**src/rtl/mdio_pkg.sv**
```systemverilog
package mdio_pkg;

    typedef enum logic {
        PH_LOW  = 1'b0,
        PH_HIGH = 1'b1
    } mdc_phase_e;

    localparam int ADDR_W = 5;
    localparam int DATA_W = 16;
    localparam int HDR_W  = 2 + 2 + ADDR_W + ADDR_W;      // start, op, phy, reg
    localparam int SHIFT_W = HDR_W + 2 + DATA_W;          // header, turnaround, data

    localparam logic [1:0] START_PAT = 2'b01;
    localparam logic [1:0] OP_READ   = 2'b10;
    localparam logic [1:0] OP_WRITE  = 2'b01;
    localparam logic [1:0] TA_WRITE  = 2'b10;

endpackage

```
**src/rtl/mdio_clkdiv.sv**
```systemverilog
module mdio_clkdiv #(
    parameter int DIV_W = 8
) (
    input  logic             clk,
    input  logic             rst_n,
    input  logic             run,
    input  logic [DIV_W-1:0] limit,
    output logic             tick
);

    logic [DIV_W-1:0] cnt_d, cnt_q;

    assign tick = run && (cnt_q >= limit);

    always_comb begin
        cnt_d = cnt_q;
        if (!run || tick) begin
            cnt_d = '0;
        end else begin
            cnt_d = cnt_q + DIV_W'(1);
        end
    end

    always_ff @(posedge clk or negedge rst_n) begin
        if (!rst_n) begin
            cnt_q <= '0;
        end else begin
            cnt_q <= cnt_d;
        end
    end


    div_idle_chk: assert property (@(posedge clk) disable iff (!rst_n)
        !run |=> (cnt_q == '0));

endmodule

```
**src/rtl/mdio_sync.sv**
```systemverilog
module mdio_sync #(
    parameter int   STAGES  = 2,
    parameter logic RST_VAL = 1'b1
) (
    input  logic clk,
    input  logic rst_n,
    input  logic din,
    output logic dout
);

    logic [STAGES-1:0] sync_d, sync_q;

    always_comb begin
        sync_d = {sync_q[STAGES-2:0], din};
    end

    always_ff @(posedge clk or negedge rst_n) begin
        if (!rst_n) begin
            sync_q <= {STAGES{RST_VAL}};
        end else begin
            sync_q <= sync_d;
        end
    end

    assign dout = sync_q[STAGES-1];

endmodule

```
**src/rtl/mdio_frame.sv**
```systemverilog
module mdio_frame
    import mdio_pkg::*;
#(
    parameter int PRE_LEN = 40
) (
    input  logic              clk,
    input  logic              rst_n,
    input  logic              tick,
    input  logic              cmd_valid,
    input  logic              cmd_read,
    input  logic [ADDR_W-1:0] cmd_phy,
    input  logic [ADDR_W-1:0] cmd_reg,
    input  logic [DATA_W-1:0] cmd_wdata,
    input  logic              mdio_s,
    output logic              busy,
    output logic              done,
    output logic [DATA_W-1:0] rd_data,
    output logic              mdc,
    output logic              mdio_o,
    output logic              mdio_oe
);

    localparam int SLOT_W = $clog2(PRE_LEN + HDR_W + 2 + DATA_W + 2);
    localparam logic [SLOT_W-1:0] HDR_SLOT = SLOT_W'(PRE_LEN);
    localparam logic [SLOT_W-1:0] TA_SLOT  = SLOT_W'(PRE_LEN + HDR_W);
    localparam logic [SLOT_W-1:0] RD_FIRST = SLOT_W'(PRE_LEN + HDR_W + 1);
    localparam logic [SLOT_W-1:0] RD_LAST  = SLOT_W'(PRE_LEN + HDR_W + DATA_W);
    localparam logic [SLOT_W-1:0] RD_END   = SLOT_W'(PRE_LEN + HDR_W + DATA_W + 1);
    localparam logic [SLOT_W-1:0] WR_END   = SLOT_W'(PRE_LEN + HDR_W + 2 + DATA_W);

    typedef struct packed {
        logic               busy;
        logic               rd;
        mdc_phase_e         phase;
        logic [SLOT_W-1:0]  slot;
        logic [SHIFT_W-1:0] sh;
        logic [DATA_W-1:0]  rdata;
        logic               done;
    } frame_t;

    frame_t state_d, state_q;
    logic [SLOT_W-1:0] last_slot;

    assign last_slot = state_q.rd ? RD_END : WR_END;

    always_comb begin
        state_d      = state_q;
        state_d.done = 1'b0;
        if (!state_q.busy) begin
            if (cmd_valid) begin
                state_d.busy  = 1'b1;
                state_d.rd    = cmd_read;
                state_d.phase = PH_LOW;
                state_d.slot  = '0;
                state_d.sh    = {START_PAT, (cmd_read ? OP_READ : OP_WRITE),
                                 cmd_phy, cmd_reg, TA_WRITE, cmd_wdata};
            end
        end else if (tick) begin
            if (state_q.phase == PH_LOW) begin
                state_d.phase = PH_HIGH;
            end else begin
                state_d.phase = PH_LOW;
                if (state_q.rd && (state_q.slot >= RD_FIRST) && (state_q.slot <= RD_LAST)) begin
                    state_d.rdata = {state_q.rdata[DATA_W-2:0], mdio_s};
                end
                if (state_q.slot >= HDR_SLOT) begin
                    state_d.sh = {state_q.sh[SHIFT_W-2:0], 1'b1};
                end
                if (state_q.slot == last_slot) begin
                    state_d.busy = 1'b0;
                    state_d.done = 1'b1;
                end else begin
                    state_d.slot = state_q.slot + SLOT_W'(1);
                end
            end
        end
    end

    always_ff @(posedge clk or negedge rst_n) begin
        if (!rst_n) begin
            state_q <= '0;
        end else begin
            state_q <= state_d;
        end
    end

    assign busy    = state_q.busy;
    assign done    = state_q.done;
    assign rd_data = state_q.rdata;
    assign mdc     = state_q.busy && (state_q.phase == PH_HIGH);
    assign mdio_oe = state_q.busy &&
                     ((state_q.slot < TA_SLOT) || (!state_q.rd && (state_q.slot < WR_END)));
    assign mdio_o  = mdio_oe && ((state_q.slot < HDR_SLOT) || state_q.sh[SHIFT_W-1]);


    high_hold_chk: assert property (@(posedge clk) disable iff (!rst_n)
        mdc |=> (!mdc || ($stable(mdio_o) && $stable(mdio_oe))));


    slot_bound_chk: assert property (@(posedge clk) disable iff (!rst_n)
        busy |-> (state_q.slot <= last_slot));


    done_single_chk: assert property (@(posedge clk) disable iff (!rst_n)
        done |=> !done);


    trail_release_chk: assert property (@(posedge clk) disable iff (!rst_n)
        (mdc && (state_q.slot == last_slot)) |-> !mdio_oe);


    cmd_hold_chk: assert property (@(posedge clk) disable iff (!rst_n)
        busy |=> (!busy || $stable(state_q.rd)));

endmodule

```
**src/rtl/mdio_master.sv**
```systemverilog
module mdio_master
    import mdio_pkg::*;
#(
    parameter int DIV_W   = 8,
    parameter int PRE_LEN = 40,
    parameter int SYNC_N  = 2
) (
    input  logic              clk,
    input  logic              rst_n,
    input  logic              cmd_valid,
    input  logic              cmd_read,
    input  logic [ADDR_W-1:0] cmd_phy,
    input  logic [ADDR_W-1:0] cmd_reg,
    input  logic [DATA_W-1:0] cmd_wdata,
    input  logic [DIV_W-1:0]  half_div,
    output logic              busy,
    output logic              done,
    output logic [DATA_W-1:0] rd_data,
    output logic              mdc,
    output logic              mdio_o,
    output logic              mdio_oe,
    input  logic              mdio_i
);

    logic tick;
    logic mdio_s;

    mdio_clkdiv #(.DIV_W(DIV_W)) i_div (
        .clk   (clk),
        .rst_n (rst_n),
        .run   (busy),
        .limit (half_div),
        .tick  (tick)
    );

    mdio_sync #(.STAGES(SYNC_N), .RST_VAL(1'b1)) i_sync (
        .clk   (clk),
        .rst_n (rst_n),
        .din   (mdio_i),
        .dout  (mdio_s)
    );

    mdio_frame #(.PRE_LEN(PRE_LEN)) i_frame (
        .clk       (clk),
        .rst_n     (rst_n),
        .tick      (tick),
        .cmd_valid (cmd_valid),
        .cmd_read  (cmd_read),
        .cmd_phy   (cmd_phy),
        .cmd_reg   (cmd_reg),
        .cmd_wdata (cmd_wdata),
        .mdio_s    (mdio_s),
        .busy      (busy),
        .done      (done),
        .rd_data   (rd_data),
        .mdc       (mdc),
        .mdio_o    (mdio_o),
        .mdio_oe   (mdio_oe)
    );


    idle_quiet_chk: assert property (@(posedge clk) disable iff (!rst_n)
        !busy |-> (!mdc && !mdio_oe));

endmodule

```
**config.mk**
```make
export PLATFORM = sky130hd
export DESIGN_NAME = mdio_master
export DESIGN_NICKNAME = d
export VERILOG_FILES = /design/src/rtl/mdio_pkg.sv /design/src/rtl/mdio_clkdiv.sv /design/src/rtl/mdio_sync.sv /design/src/rtl/mdio_frame.sv /design/src/rtl/mdio_master.sv
export SDC_FILE = /design/constraint.sdc
export NUM_CORES = 1
export LEC_CHECK = 0
export ABC_AREA = 1
export ABC_CLOCK_PERIOD_IN_PS = 5100
export CELL_PAD_IN_SITES_DETAIL_PLACEMENT = 1
export CELL_PAD_IN_SITES_GLOBAL_PLACEMENT = 2
export CORE_MARGIN = 5
export CORE_UTILIZATION = 33
export CTS_CLUSTER_DIAMETER = 150
export CTS_CLUSTER_SIZE = 12
export DETAILED_ROUTE_END_ITERATION = 7
export GPL_TIMING_DRIVEN = 0
export MAX_ROUTING_LAYER = met4
export PLACE_DENSITY = 0.82
export SLEW_MARGIN = 20
export SYNTH_ARGS = -nofsm -noshare
export SYNTH_HDL_FRONTEND = slang
export SYNTH_SLANG_ARGS = --single-unit
```
**constraint.sdc**
```tcl
create_clock -name clk -period 5.1 [get_ports clk]
set_input_delay 1.02 -clock clk [delete_from_list [all_inputs] [get_ports clk]]
set_output_delay 1.02 -clock clk [all_outputs]
set_load 0.005 [all_outputs]
```
Word level (Yosys, flattened, before mapping). Index checks and enable logic that the tools add are counted.

Add/sub/neg operators: 2. Order comparisons: 7. Equality and inequality tests: 5. Mux-type cells: 17. Bitwise logic cells: 1. Reductions and logical operators: 18.

Operator list (count): 57-bit 2-to-1 mux (1); 56-bit 2-to-1 mux (1); 42-bit 2-to-1 mux (1); 40-bit 2-to-1 mux (1); 32-bit 2-to-1 mux (1); 16-bit 2-to-1 mux (1); 7-bit by 6-bit greater-or-equal comparator with 1-bit output, second input constant (2); 7-bit by 6-bit < comparator with 1-bit output, second input constant (2); 4-bit AND reduction (3); 8-bit by 1-bit adder with 8-bit output, second input constant (1); 8-bit greater-or-equal comparator (1); 8-bit 2-to-1 mux (1); 2-bit inequality test, second input constant (4); 7-bit by 1-bit adder with 7-bit output, second input constant (1); 7-bit equality test (1); 7-bit less-or-equal comparator, second input constant (1); 1-bit logical AND (7); 7-bit < comparator, second input constant (1); 1-bit 2-to-1 mux (7); 7-bit 2-to-1 mux (1); 4-bit 2-to-1 mux (1); 2-bit AND reduction (2); 1-bit logical OR (3); 1-bit zero test (2); other kinds (3) (3).

Register bits: 69. Output and inout bits: 21. Logic and storage cells: 59.

Depth between registers and ports, before layout.
Word-level depth: 7. Mapped depth: 15. Mapped depth without buffers: 14.

By module. A second synthesis with hierarchy kept.

Cell total of the unflattened synthesis: 469. Area total of the unflattened synthesis: 3731.1 um2.

By module, submodules not included: mdio_frame (times used 1, cells an instance 394, area an instance 3079.2 um2); mdio_clkdiv (times used 1, cells an instance 73, area an instance 599.3 um2); mdio_sync (times used 1, cells an instance 2, area an instance 52.6 um2).

Least setup slack after synthesis. OpenSTA, ideal clock, no wires.

Path type: in2reg. Start: input port half_div[7]. End: register i_frame.state_q, in the netlist i_frame.rd_data[10]. Library setup time: 0.116 ns. Data arrival time: 2.269 ns. Required time: 4.984 ns. Setup slack: 2.715 ns. Stages on the path: 10. Buffers on the path: 1. Cell sequence: inv_1 -> ha_1 -> a21o_1 -> nor2_4 -> nand3_2 -> nand2_4 -> inv_4 -> buf_2 -> nand3_1 -> nand2_1.

Longest elaborated chain between the ends: 3.

Ends and longest elaborated chain: start: declaration (line mdio_master.sv:15) `input logic [DIV_W-1:0] half_div,`; 8-bit greater-or-equal comparator (line mdio_clkdiv.sv:13) `assign tick = run && (cnt_q >= limit);`; 1-bit logical AND (line mdio_clkdiv.sv:13); 4-bit AND reduction (no line); end signal: assignment (line mdio_frame.sv:83) `state_q <= state_d;`; end: declaration (line mdio_frame.sv:41) `frame_t state_d, state_q;`.

No other way between the ends. A chain may end at the register's enable or synchronous reset.

Worst setup path after layout.
Start: register i_frame.state_q, in the netlist i_frame.busy. End: output port mdc.

Longest elaborated chain between the ends: 1.

Ends and longest elaborated chain: 1-bit logical AND (line mdio_frame.sv:90) `assign mdc = state_q.busy && (state_q.phase == PH_HIGH);`; end: declaration (line mdio_master.sv:19) `output logic mdc,`.

No other way between the ends.

==> flow_summary.yaml <==
outcome:
  status: "completed"
setup_path:
  criticalPathCategory: "reg -> out"
  end_kind: "output port"
  cp.required_ns: 4.08
  crit_arrival_ns: 2.21
  startpoint_type: "flop"
  cp_max_fo: 10
  worstRegToRegCells: 10
sta:
  finalSetupViolCount: 0
  finalHoldViolations: 0
  period_share: 0.6341
  setup_slack_ns: 1.866
  max_freq_mhz: 309.2
  clock_skew_ns: 0.005493
  maxSlewHeadroom: 0.6540
  tightest_slew_ns: 0.5189
  finalCriticalPeriod_ns: 3.234
  tns_ns: 0
  slew_viol_final: 0
  rsz0062_at_grt: "no"
pwr:
  p_leak_nw: 2.706
  internal-power_mw: 1.104
  total_power_mw: 1.593
  power_frac_clock: 0.389
  sw_frac_of_total: 0.3070
  power_density_mw_per_mm2: 319.7
  power_frac_seq: 0.398
  power.switching_mw: 0.4891
  pwr-share-comb: 0.213
  vdd_drop_max_uv: 134.9
layout:
  fillers: 1446
  layout_common_cells: "nand2_1, dfrtp_1, nand3_1"
  design_area_mm2: 0.004984
  synthToLayoutAreaGrowth_pct: 27.91
  fin_nets: 638
  antennaDiodeCount: 0
  layout_commonest_cell: "nand2_1"
  instances_no_fill: 736
  drive_gt1_frac: 0.1265
clock_network:
  hold_buffers: 0
  clockRootBuffer: "clkbuf_16"
  tritoncts: "yes"
  cts.clk_slew.worst_paths_ns: 0.06
  cts.path.max_buffers: 2
  cts_max_level: 3
  clock_sinks: 69
  cts_made_buffers: 9
  cts_resized: 0
  post_cts_buffers: 0
  clock_latency_ns: 0.33
global_route:
  grt_pass1_wl_mm: 17.31
  antenna_found_initial: 0
  grt_overflow: 0
  grt_use_total: 0.1549
  grt_pass1_vias: 3606
  grt_max_degree: 42
placement:
  port_buffers: 59
  place_ws_ns: 1.919
  place_hpwl_mm: 7.369
  place_congestion: 0.8058
  dp.cells: 720
  place_area_mm2: 0.004691
logic_synthesis:
  synth_cell_types: 36
  yosysTopAreaCellShare: 0.4303
  syn_area_per_cell_um2: 7.536
  synthArstFlopShare: 1.000
  yosys-top-cells-area: "dfrtp_1, nand2_1, nand3_1"
  syn_inst: 517
  synth_seq_cells: 69
  yosys.area.top_type: "dfrtp_1"
  synth-edff-count: 0
  synth_area_mm2: 0.003896
  syn_nets: 567
  ys_seq_area_frac: 0.4438
  yosys_warnings: 0
  synth_ff_type: "dfrtp_1"
floorplan:
  initial_core_util: 0.3383
  io_pins: 60
  fp.dieArea_mm2: 0.01408
  die_w_um: 118.7
  core_area_mm2: 0.01152
  fp.dieH_um: 118.7
  rows: 39
drt:
  vias_per_cell: 4.641
  dr_wl_met3_um: 271
  first_pass_iters: 4
  wl_met1_mm: 4.686
  routed.top_layer: "met4"
  wirelength_mm: 10.08
  drt_iter0_markers: 193
  ant_nets: 0
  wl_per_cell_um: 13.70
  vias: 3416
  wl_met2_mm: 4.932
  drc: 0
min_path:
  holdPathStages: 0
  hp-class: "reg -> reg"
run:
  max-cap-violations: 0
[Yosys cell counts (4+ instances only)]
| library cell | count |
|---|---|
| a21oi_1 | 5 |
| buf_2 | 8 |
| buf_4 | 22 |
| dfrtp_1 | 67 |
| ha_1 | 11 |
| inv_1 | 31 |
| nand2_1 | 238 |
| nand3_1 | 61 |
| nor2_1 | 26 |
| o21ai_0 | 4 |
| xor2_1 | 4 |
[worst paths after layout]
check                            startpoint                   to  slack [ns]
setup / recovery               i_frame.busy                  mdc        1.87
hold / removal             i_sync.sync_q[0]     i_sync.sync_q[1]        0.35
setup reg to reg             i_div.cnt_q[5]  i_frame.rd_data[13]        3.09
hold reg to reg            i_sync.sync_q[0]     i_sync.sync_q[1]        0.35
max in group asynchronous             rst_n     i_sync.sync_q[0]        3.88
min in group asynchronous             rst_n  i_frame.state_q[38]        0.62
[state kept, by name (all words and copies together) (netlist names)]
name	cells
i_frame.busy	1
i_sync.sync_q	2
i_frame.rd_data	16
i_frame.state_q	41
i_div.cnt_q	8
i_frame.done	1
[critical path, cell delays in order, from the launching register on]
cell and delay, ns:
dfrtp_1 0.36, buf_2 0.24, nand2_1 0.07, inv_1 0.16, buf_1 0.44, clkdlybuf4s50_1 0.60
[cell type report]
cell class	instances	area, µm²	share of cell area
buffer	37	255.2	0.05122
inverter	36	138.9	0.02787
multi-input combinational	375	1773	0.3558
clock buffer	11	242.7	0.04871
clock inverter	5	50.05	0.01004
timing repair buffer	60	615.6	0.1235
tap	143	178.9	0.03590
sequential	69	1729	0.3470
[layer usage]
metal | global-route usage | up-vias
li1 | - | 1733
met1 | 0.1916 | 1627
met2 | 0.2504 | 42
met3 | 0.02961 | 14
met4 | 0.06083 | 0
met5 | - | -
[power by group through the flow]
stage          registers (mW)  clock network, mW  logic (mW)
2_1_floorplan           0.631                  0       0.219
3_3_place_gp            0.642                  0       0.328
3_5_place_dp            0.644                  0       0.343
4_1_cts                 0.635              0.641       0.347
5_1_grt                 0.641              0.667       0.394
6_report                0.634              0.620       0.339
[kinds of logic (layout without fill, tap and decap cells)]
kind of cell	after synthesis	after routing	share of synthesized area
adders and majority gates	11	11	0.03532
DFF	69	69	0.4438
and+or+nand+nor	344	344	0.3831
buffers and inverters	73	149	0.1012
xor gates and xnor gates	6	6	0.01349
AOI/OAI and AO/OA	14	14	0.02312
[per-stage QoR]
| step | util | hold WS (ns) |
|---|---|---|
| 6_report | 0.4327 | 0.3514 |
| 5_1_grt | 0.4327 | 0.3535 |
| 4_1_cts | 0.4327 | 0.3486 |
| 3_5_place_dp | 0.4073 | 0.3475 |
| 3_3_place_gp | 0.4052 | 0.3477 |
| 2_1_floorplan | - | 0.3452 |
Note: power is estimated with default switching activity, not from simulation.
